$ cat src/rtl/prot_mode_pkg.sv
package prot_mode_pkg;

  // lock bit positions; neighbours decode these positions
  localparam int SECURE_BIT  = 0;
  localparam int PERSIST_BIT = 1;
  localparam int PWD_BIT     = 2;
  localparam int OTP_BIT     = 3;

  // strobes from control to datapath
  typedef struct packed {
    logic lockCommit;
    logic abortSet;
    logic pwdCommit;
    logic rdPwd;
    logic rdInd;
  } ctrlStb_t;

endpackage

$ cat src/rtl/prot_mode_ctrl.sv
module prot_mode_ctrl
  import prot_mode_pkg::*;
#(
  parameter int LOCK_W  = 4,
  parameter int SEQ_LEN = 4
) (
  input  logic              clk,
  input  logic              rstN,
  input  logic              lockWrStb,
  input  logic [LOCK_W-1:0] lockData,
  input  logic [LOCK_W-1:0] lockBits,
  input  logic              pwdCycStb,
  input  logic              pwdCycFirst,
  input  logic              seqCancel,
  input  logic              pwdRdStb,
  input  logic              indRdStb,
  output ctrlStb_t          stb
);

  localparam int CNT_W = $clog2(SEQ_LEN + 1);
  localparam logic [CNT_W-1:0] LAST_CNT = CNT_W'(SEQ_LEN - 1);

  logic [CNT_W-1:0] seqCnt;
  logic persistReq, pwdReq, conflict, lastCyc;

  always_comb begin
    persistReq = !lockData[PERSIST_BIT];
    pwdReq     = !lockData[PWD_BIT];
    conflict   = (persistReq && pwdReq)
              || (persistReq && !lockBits[PWD_BIT])
              || (pwdReq && !lockBits[PERSIST_BIT]);
    lastCyc    = pwdCycStb && !pwdCycFirst && !seqCancel && (seqCnt == LAST_CNT);

    stb.lockCommit = lockWrStb && !conflict;
    stb.abortSet   = lockWrStb && conflict;
    stb.pwdCommit  = lastCyc;
    stb.rdPwd      = pwdRdStb;
    stb.rdInd      = indRdStb && !pwdRdStb;
  end

  // counts the password-sequence cycles seen so far; 0 = no sequence open
  always_ff @(posedge clk) begin
    if (!rstN) begin
      seqCnt <= '0;
    end else if (seqCancel) begin
      seqCnt <= '0;
    end else if (pwdCycStb) begin
      if (pwdCycFirst)          seqCnt <= CNT_W'(1);
      else if (lastCyc)         seqCnt <= '0;
      else if (seqCnt != '0)    seqCnt <= seqCnt + CNT_W'(1);
    end
  end

endmodule

$ cat src/rtl/prot_mode_dp.sv
module prot_mode_dp
  import prot_mode_pkg::*;
#(
  parameter int LOCK_W    = 4,
  parameter int WORD_W    = 16,
  parameter int PWD_WORDS = 4
) (
  input  logic                         clk,
  input  logic                         rstN,
  input  ctrlStb_t                     stb,
  input  logic [LOCK_W-1:0]            lockData,
  input  logic [$clog2(PWD_WORDS)-1:0] selAddr,
  input  logic [WORD_W-1:0]            wrData,
  output logic [LOCK_W-1:0]            lockBits,
  output logic                         abortQ,
  output logic                         rdValid,
  output logic [WORD_W-1:0]            rdData
);

  localparam int PAD_W = WORD_W - LOCK_W;

  logic [WORD_W-1:0] pwdWord [PWD_WORDS];
  logic [WORD_W-1:0] indWord;
  logic              pwdLocked;

  always_ff @(posedge clk) begin
    if (!rstN) begin
      lockBits <= '1;
      abortQ   <= 1'b0;
    end else begin
      abortQ <= stb.abortSet;
      if (stb.lockCommit) lockBits <= lockBits & lockData;
    end
  end

  for (genvar g = 0; g < PWD_WORDS; g++) begin : gWord
    always_ff @(posedge clk) begin
      if (!rstN)
        pwdWord[g] <= '1;
      else if (stb.pwdCommit && (selAddr == g))
        pwdWord[g] <= wrData;
    end
  end

  always_comb begin
    pwdLocked = !lockBits[PWD_BIT];
    indWord   = {{PAD_W{1'b1}}, lockBits};
  end

  always_ff @(posedge clk) begin
    if (!rstN) begin
      rdValid <= 1'b0;
      rdData  <= '1;
    end else begin
      rdValid <= stb.rdPwd || stb.rdInd;
      if (stb.rdPwd)      rdData <= pwdLocked ? '1 : pwdWord[selAddr];
      else if (stb.rdInd) rdData <= indWord;
    end
  end

endmodule

$ cat src/rtl/prot_mode_sel.sv
module prot_mode_sel
  import prot_mode_pkg::*;
#(
  parameter int WORD_W    = 16,
  parameter int PWD_WORDS = 4,
  parameter int LOCK_W    = 4,
  parameter int SEQ_LEN   = 4
) (
  input  logic                         clk,
  input  logic                         rstN,
  input  logic                         lockWrStb,
  input  logic                         pwdCycStb,
  input  logic                         pwdCycFirst,
  input  logic                         seqCancel,
  input  logic                         pwdRdStb,
  input  logic                         indRdStb,
  input  logic [$clog2(PWD_WORDS)-1:0] busAddr,
  input  logic [WORD_W-1:0]            busData,
  output logic [LOCK_W-1:0]            lockState,
  output logic                         pwdModeOn,
  output logic                         modeFixed,
  output logic                         abortPulse,
  output logic                         rdValid,
  output logic [WORD_W-1:0]            rdData
);

  ctrlStb_t          stb;
  logic [LOCK_W-1:0] lockBits;

  prot_mode_ctrl #(.LOCK_W(LOCK_W), .SEQ_LEN(SEQ_LEN)) u_ctrl (
    .clk(clk), .rstN(rstN), .lockWrStb(lockWrStb),
    .lockData(busData[LOCK_W-1:0]), .lockBits(lockBits),
    .pwdCycStb(pwdCycStb), .pwdCycFirst(pwdCycFirst), .seqCancel(seqCancel),
    .pwdRdStb(pwdRdStb), .indRdStb(indRdStb), .stb(stb)
  );

  prot_mode_dp #(.LOCK_W(LOCK_W), .WORD_W(WORD_W), .PWD_WORDS(PWD_WORDS)) u_dp (
    .clk(clk), .rstN(rstN), .stb(stb), .lockData(busData[LOCK_W-1:0]),
    .selAddr(busAddr), .wrData(busData), .lockBits(lockBits),
    .abortQ(abortPulse), .rdValid(rdValid), .rdData(rdData)
  );

  assign lockState = lockBits;
  assign pwdModeOn = !lockBits[PWD_BIT];
  assign modeFixed = !lockBits[PWD_BIT] || !lockBits[PERSIST_BIT];

endmodule

$ cat config.mk
export PLATFORM = sky130hd
export DESIGN_NAME = prot_mode_sel
export DESIGN_NICKNAME = d
export VERILOG_FILES = /design/src/rtl/prot_mode_pkg.sv /design/src/rtl/prot_mode_ctrl.sv /design/src/rtl/prot_mode_dp.sv /design/src/rtl/prot_mode_sel.sv
export SDC_FILE = /design/constraint.sdc
export NUM_CORES = 1
export LEC_CHECK = 0
export ABC_AREA = 1
export BUFFER_PORTS_ARGS = -buffer_cell sky130_fd_sc_hd__buf_2
export CORE_ASPECT_RATIO = 0.9
export CORE_MARGIN = 2
export CORE_UTILIZATION = 46
export CTS_CLUSTER_SIZE = 30
export DETAILED_ROUTE_END_ITERATION = 6
export PLACE_DENSITY = 0.68
export SYNTH_ARGS = -nofsm -noshare
export SYNTH_HDL_FRONTEND = slang
export SYNTH_HIERARCHICAL = 1
export SYNTH_SLANG_ARGS = --single-unit
$ cat constraint.sdc
create_clock -name clk -period 2.6 [get_ports clk]
set_input_delay 0.52 -clock clk [delete_from_list [all_inputs] [get_ports clk]]
set_output_delay 0.52 -clock clk [all_outputs]
set_load 0.01 [all_outputs]
==> impl_metrics.json, run 1 <==
{
  "grt_pass1_wl_um": 14490,
  "path_cells": "ha_1 -> inv_1 -> nor2_2 -> nand3_2 -> inv_1 -> inv_1 -> o21ai_1 -> buf_4",
  "synth.cell_area_um2": 4030,
  "seq_area_um2": 2422,
  "n_fill_cell": 759,
  "slowest_delay_ns": 0.36,
  "seq_area_frac_synth_pct": 60.11,
  "synth_top_area_share_pct": 47.69,
  "finalHoldViolCount": 0,
  "peakVddDrop_uv": 383.8,
  "port_buffers": 49,
  "ys_warn_count": 6,
  "slew_headroom_pct": 67.04,
  "slew_viol_final": 0,
  "clockBufferDepth": 2,
  "h-tree-depth": 3,
  "post-cts-setup-buffers": 0,
  "coreArea_um2": 8528,
  "ios": 50,
  "r2r_start": "u_ctrl/seqCnt[0]",
  "synth-simple-area-share_pct": 26.92,
  "min_path_cells": 3,
  "setup_violations": 0,
  "startpoint_type": "flop",
  "tightest_slew_ns": 0.4944,
  "initial_core_util_pct": 47.26,
  "leakage_nw": 1.900,
  "synth_top_area_cell": "edfxtp_1",
  "hp-start": "busData[3]",
  "multi_input_area_um2": 1304,
  "holdWs_ns": 0.4058,
  "postCtsHoldBufs": 0,
  "yosys-top-cells-area": "edfxtp_1 48%, nand2_1 14%, dfxtp_1 12%",
  "crit_required_ns": 2.67,
  "routed_wirelength_um": 9133,
  "cts_tree": "done",
  "cts_root_buffer": "clkbuf_8",
  "rrSetupSlack_ns": 0.60,
  "wl_per_cell_um": 14.59,
  "grt_pass1_vias": 3000,
  "avgSynthCellArea_um2": 9.222,
  "drive_above_1_share_pct": 20.91,
  "powerDensity_nw_per_um2": 614.1,
  "dr.pass1.iters": 5,
  "worstHoldPathType": "in2reg",
  "synth_compound_area_share_pct": 4.595,
  "layout_setup_ws_ns": 0.5952,
  "cpMaxStageDelayCell": "dfxtp_1",
  "via_count": 3118,
  "insertion_delay_ns": 0.37,
  "path_max_fanout": 8,
  "area_delta_synth_final_pct": 16.39,
  "synthesis.nets": 465,
  "outcome": "finished, final reports clean",
  "die_area_um2": 9527,
  "cpMostUsedCell": "inv_1",
  "gp_congestion": 0.8919,
  "synth_top_family_by_area": "simple AND/OR/NAND/NOR gates",
  "finClkSkew_ns": 0.01185,
  "grt_setup_unrepaired": "no",
  "synth_fa_ha_area_share_pct": 0.6209,
  "n_antenna_cell": 0,
  "antenna_found_initial": 0,
  "row_count": 32,
  "drc": 0,
  "synthMuxAreaShare_pct": 0,
  "grt_usage_pct": 20.56,
  "viasPerCell": 4.981,
  "worstSetupPathType": "reg2reg",
  "drt_iter0_markers": 205,
  "cts.sinks": 89,
  "fin_crit_sh_pct": 77.11,
  "synthCells": 437,
  "dpl.hpwl_um": 6533,
  "synth_xor_area_share_pct": 0.2173,
  "grt_max_degree": 24,
  "clkTransAtPathRegs_ns": 0.09,
  "postRouteAntennaNets": 0,
  "nNetsFinal": 530,
  "maxCapViolCount": 0,
  "grt-ovfl-total": 0,
  "cts_buffers": 9,
  "worst_hold_path.endpoint": "u_dp/lockBits[3]",
  "timing.rr.end": "u_dp/pwdWord[1][9]",
  "min_period_ns": 2.005,
  "synth_cell_types": 31,
  "post-place-ws_ns": 0.4963,
  "synth-seq-cells": 89,
  "worst_setup_path_end_kind": "flop",
  "die_h_um": 92.80,
  "crit_arrival_ns": 2.08,
  "ctsResizeCount": 0,
  "rr_worst_depth": 8,
  "max_freq_mhz": 498.8,
  "die_w_um": 102.7
}
-- layer usage --
layer / vias up / track usage [%] / share of wire [%]
met5: - / 0 / 0
met4: 0 / 6.000 / 1.2
met3: 11 / 4.981 / 7.3
met2: 116 / 35.02 / 50
met1: 1454 / 25.80 / 41
li1: 1537 / - / -
-- kinds of logic (layout without fill, tap and decap cells) --
kind of cell	Yosys count	after routing
buffers and inverters	66	136
DFF	89	89
AOI/OAI and AO/OA	32	32
adders and majority gates	2	2
and+or+nand+nor	247	247
xor gates and xnor gates	1	1
-- power breakdown --
group | leakage [nW] | switching [mW] | internal (mW)
logic | 1.09 | 0.193 | 0.0984
registers | 0.692 | 0.0160 | 1.55
clock network | 0.113 | 0.514 | 0.512
total | 1.90 | 0.723 | 2.16
-- worst max-delay path: cells and delay by family (launching register included) --
| family | cells | cell delay (ns) |
|---|---|---|
| buffers and inverters | 4 | 0.57 |
| adders and majority gates | 1 | 0.21 |
| AOI/OAI and AO/OA | 1 | 0.34 |
| DFF | 1 | 0.36 |
| and+or+nand+nor | 2 | 0.23 |
-- cells in the final DEF, fill, tap and decap left out --
cell type and instances:
a21boi_1 1, a21o_1 1, a21oi_1 11, a21oi_2 1, buf_2 49, buf_4 23, bufinv_16 1, clkbuf_16 1
clkbuf_8 9, clkinv_4 1, dfxtp_1 25, edfxtp_1 64, ha_1 2, inv_1 44, inv_2 4, inv_4 2
inv_6 2, nand2_1 147, nand2_2 2, nand3_1 45, nand3_2 1, nand4_1 1, nor2_1 36, nor2_2 1
nor2_4 2, nor3_4 4, o21a_1 1, o21ai_0 6, o21ai_1 6, o21ai_2 1, o21bai_1 4, or2_0 4
or2_1 2, or2_2 2, xor2_1 1
-- synth_stat cells (all sizes together) --
cell and n:
a21oi 12, ha 2, buf 16, a21boi 1, inv 48, or2 8
nand3 46, nand2 149, o21bai 4, xor2 1, nand4 1, a21o 1
nor2 39, o21a 1, clkbuf 2, nor3 4, dfxtp 25, o21ai 13
edfxtp 64
-- state kept, by name, summed over array words and instances, names as in the netlist --
signal and count:
u_dp/pwdWord 64, u_dp/rdData 16, u_dp/lockBits 4, u_ctrl/seqCnt 3
u_dp/abortQ 1, u_dp/rdValid 1
-- stage by stage --
stage / power (mW) / utilization [%] / setup TNS, ns / instances / cell area [µm²]
floorplan: 1.775 / - / -8.134 / 437 / 4030
global placement: 1.880 / 52.45 / 0 / 610 / 4473
detailed placement: 1.887 / 52.45 / 0 / 610 / 4473
CTS: 2.901 / 55.00 / 0 / 626 / 4691
global route: 2.985 / 55.00 / 0 / 626 / 4691
finish: 2.881 / 55.00 / 0 / 626 / 4691
-- worst max-delay path by stage --
stage | from | endpoint | slack [ns] | depth (start not counted)
floorplan | u_ctrl/seqCnt[0] | u_dp/pwdWord[2][0] | -0.13 | 8
global placement | pwdCycStb | u_dp/pwdWord[1][6] | 0.54 | 8
CTS | u_ctrl/seqCnt[0] | u_dp/pwdWord[1][9] | 0.57 | 8
detailed placement | pwdCycStb | u_dp/pwdWord[1][6] | 0.50 | 8
global route | u_ctrl/seqCnt[0] | u_dp/pwdWord[3][14] | 0.36 | 9
finish | u_ctrl/seqCnt[0] | u_dp/pwdWord[1][9] | 0.60 | 8
-- final cells by class --
class / instances / share of cell area (%)
Sequential cell: 89 / 51.64
Multi-Input combinational cell: 282 / 27.79
Timing Repair Buffer: 72 / 8.909
Inverter: 48 / 3.841
Clock buffer: 10 / 3.174
Tap cell: 119 / 3.174
Clock inverter: 6 / 1.467
(Power assumes the default switching activity.)
==> run 2: changes to the inputs <==
Settings changed: ABC_AREA 1 to 0, PLACE_DENSITY 0.68 to 0.66.
Clock period 2.6 ns to 2 ns, I/O delays scaled along.
==> run 2 against run 1 <==
Compared with the run above: hold slack worse by 0.066 ns; combinational power is 16% lower; sequential cell count stayed put; non-clock buffer count is 3 higher; synthesized cell count is 37% lower; critical path depth is 1 lower; global-route usage is 2.8 points lower; register-to-register slack worse by 0.51 ns; first-iteration DRC count is 46% lower; worst setup slack worse by 0.51 ns; utilization is 0.83 points higher; critical path type unchanged.
==> impl_metrics.json, run 2 <==
{
  "outcome": "finished, final reports clean",
  "cts_root_buffer": "clkbuf_8",
  "min_period_ns": 1.913,
  "worst_setup_path_end_kind": "flop",
  "grt_pass1_vias": 2343,
  "seq_area_frac_synth_pct": 62.29,
  "dr.pass1.iters": 4,
  "finClkSkew_ns": 0.008233,
  "port_buffers": 49,
  "largest_reg_flops": 64,
  "synth_cell_types": 41,
  "drive_above_1_share_pct": 44.57,
  "rrSetupSlack_ns": 0.09,
  "synth_top_area_cell": "edfxtp_1",
  "worst_hold_path.endpoint": "u_dp/lockBits[3]",
  "r2r_start": "u_ctrl/seqCnt[0]",
  "cts_buffers": 9,
  "grt_pass1_wl_um": 12170,
  "gp_congestion": 0.7942,
  "slew_headroom_pct": 74.46,
  "coreArea_um2": 8145,
  "nNetsFinal": 373,
  "ys_warn_count": 6,
  "die_w_um": 100.9,
  "n_antenna_cell": 0,
  "fin_crit_sh_pct": 95.65,
  "peakVddDrop_uv": 336.7,
  "grt_max_degree": 17,
  "wl_per_cell_um": 16.81,
  "timing.rr.end": "u_dp/pwdWord[3][8]",
  "powerDensity_nw_per_um2": 753.9,
  "slew_viol_final": 0,
  "postRouteAntennaNets": 0,
  "worstSetupPathType": "reg2reg",
  "leakage_nw": 1.429,
  "n_fill_cell": 676,
  "synthesis.nets": 304,
  "die_area_um2": 9206,
  "die_h_um": 91.23,
  "initial_core_util_pct": 47.74,
  "cp-startpoint": "u_ctrl/seqCnt[0]",
  "final_cell_mix": "64 x edfxtp_1, 49 x buf_2, 44 x or2_2",
  "crit_required_ns": 2.10,
  "final_area_um2": 4548,
  "synth.cell_area_um2": 3889,
  "synth_edf_count": 64,
  "cts_tree": "done",
  "via_count": 2333,
  "min_path_cells": 3,
  "clkTransAtPathRegs_ns": 0.09,
  "routed_wirelength_um": 7546,
  "row_count": 31,
  "synth-seq-cells": 89,
  "regMostFlops": "u_dp/pwdWord",
  "drt_iter0_markers": 111,
  "synth-main-ff-cell": "edfxtp_1",
  "grt-ovfl-total": 0,
  "ios": 50,
  "avgSynthCellArea_um2": 14.09,
  "h-tree-depth": 3,
  "largestRegisters": "u_dp/pwdWord: 64 flops, u_dp/rdData: 16 flops, u_dp/lockBits: 4 flops",
  "tightest_slew_ns": 0.3831,
  "dpl.hpwl_um": 5332,
  "setup_tns_ns": 0,
  "crit_arrival_ns": 2.01,
  "area_delta_synth_final_pct": 16.96,
  "grt_usage_pct": 17.74,
  "async_flop_share_pct": 0,
  "cts.sinks": 89,
  "max_freq_mhz": 522.8,
  "viasPerCell": 5.196,
  "synthCells": 276,
  "finalHoldViolCount": 0,
  "grt_setup_unrepaired": "no",
  "yosys-top-cells-area": "edfxtp_1 49%, dfxtp_1 13%, or2_2 7.1%",
  "final_common_cell": "edfxtp_1",
  "synth_top_area_share_pct": 49.42,
  "maxCapViolCount": 0,
  "synth_most_common_cell": "edfxtp_1",
  "clockBufferDepth": 2,
  "setup_violations": 0,
  "insertion_delay_ns": 0.35,
  "hp-start": "busData[3]",
  "antenna_found_initial": 0,
  "path_max_fanout": 12,
  "startpoint_type": "flop",
  "post_dp_cell_area_um2": 4338,
  "worstHoldPathType": "in2reg",
  "drc": 0,
  "rr_worst_depth": 7,
  "synth_common_cells": "64 x edfxtp_1, 44 x or2_2, 25 x dfxtp_1"
}
[run 2: worst max-delay path by stage]
stage	end	slack, ns	cells after the start
2_1_floorplan	u_dp/pwdWord[3][10]	0.09	8
3_3_place_gp	u_dp/pwdWord[3][8]	0.14	7
3_5_place_dp	u_dp/pwdWord[3][8]	0.09	7
4_1_cts	u_dp/pwdWord[3][0]	0.07	7
5_1_grt	u_dp/pwdWord[3][8]	0.001	7
6_report	u_dp/pwdWord[3][8]	0.09	7
[run 2: kinds of logic (layout without fill, tap and decap cells)]
group	after synthesis	in the layout	synth area share (%)
buffers and inverters	23	97	3.443
adders and majority gates	2	2	0.6434
DFF	89	89	62.29
and+or+nand+nor	107	107	17.31
muxes	25	25	10.33
AOI/OAI and AO/OA	30	30	5.984
[run 2: power breakdown]
part	total [mW]	switching, mW	internal (mW)
registers	1.99	0.0116	1.98
logic	0.244	0.143	0.101
clock network	1.19	0.615	0.575
total	3.43	0.770	2.66
[run 2: cell type report]
class | instances | area (µm²) | share of cell area [%]
clock buffers | 9 | 123.9 | 2.724
clock inverters | 7 | 71.32 | 1.568
inverters | 6 | 22.52 | 0.4952
multi-input cells | 164 | 1344 | 29.55
flip-flops and latches | 89 | 2422 | 53.26
well taps | 99 | 123.9 | 2.724
repair buffers | 75 | 440.4 | 9.684
[run 2: critical path, stage by stage (launching register included)]
cell and delay (ns):
dfxtp_1 0.36, ha_1 0.22, nand3b_1 0.12, nor3_1 0.15
buf_4 0.20, nand4_2 0.12, buf_4 0.22, or2_2 0.29
[run 2: routing by layer]
metal	up-vias	share of wire, %	GRT usage, %
li1	1139	-	-
met1	1154	46	22.84
met2	38	51	29.78
met3	2	3.1	4.850
met4	0	0.50	4.392
met5	-	0	0
[run 2: through the flow]
step / instances / util, % / setup slack (ns) / hold WS (ns) / power, mW
CTS: 447 / 55.65 / 0.07443 / 0.3262 / 3.473
floorplan: 276 / - / 0.08692 / 0.4515 / 2.174
finish: 449 / 55.84 / 0.08709 / 0.3395 / 3.429
detailed placement: 431 / 53.26 / 0.08890 / 0.4659 / 2.284
global route: 449 / 55.84 / 0.001062 / 0.3302 / 3.567
global placement: 431 / 53.26 / 0.1360 / 0.4599 / 2.280
[run 2: what timing repair did]
action                                 4_1_cts  5_1_grt
gates resized for setup                      0        0
endpoints found under the hold margin        0        0
setup endpoints to repair                    0       11
setup buffers                                0        2
hold buffers                                 0        0
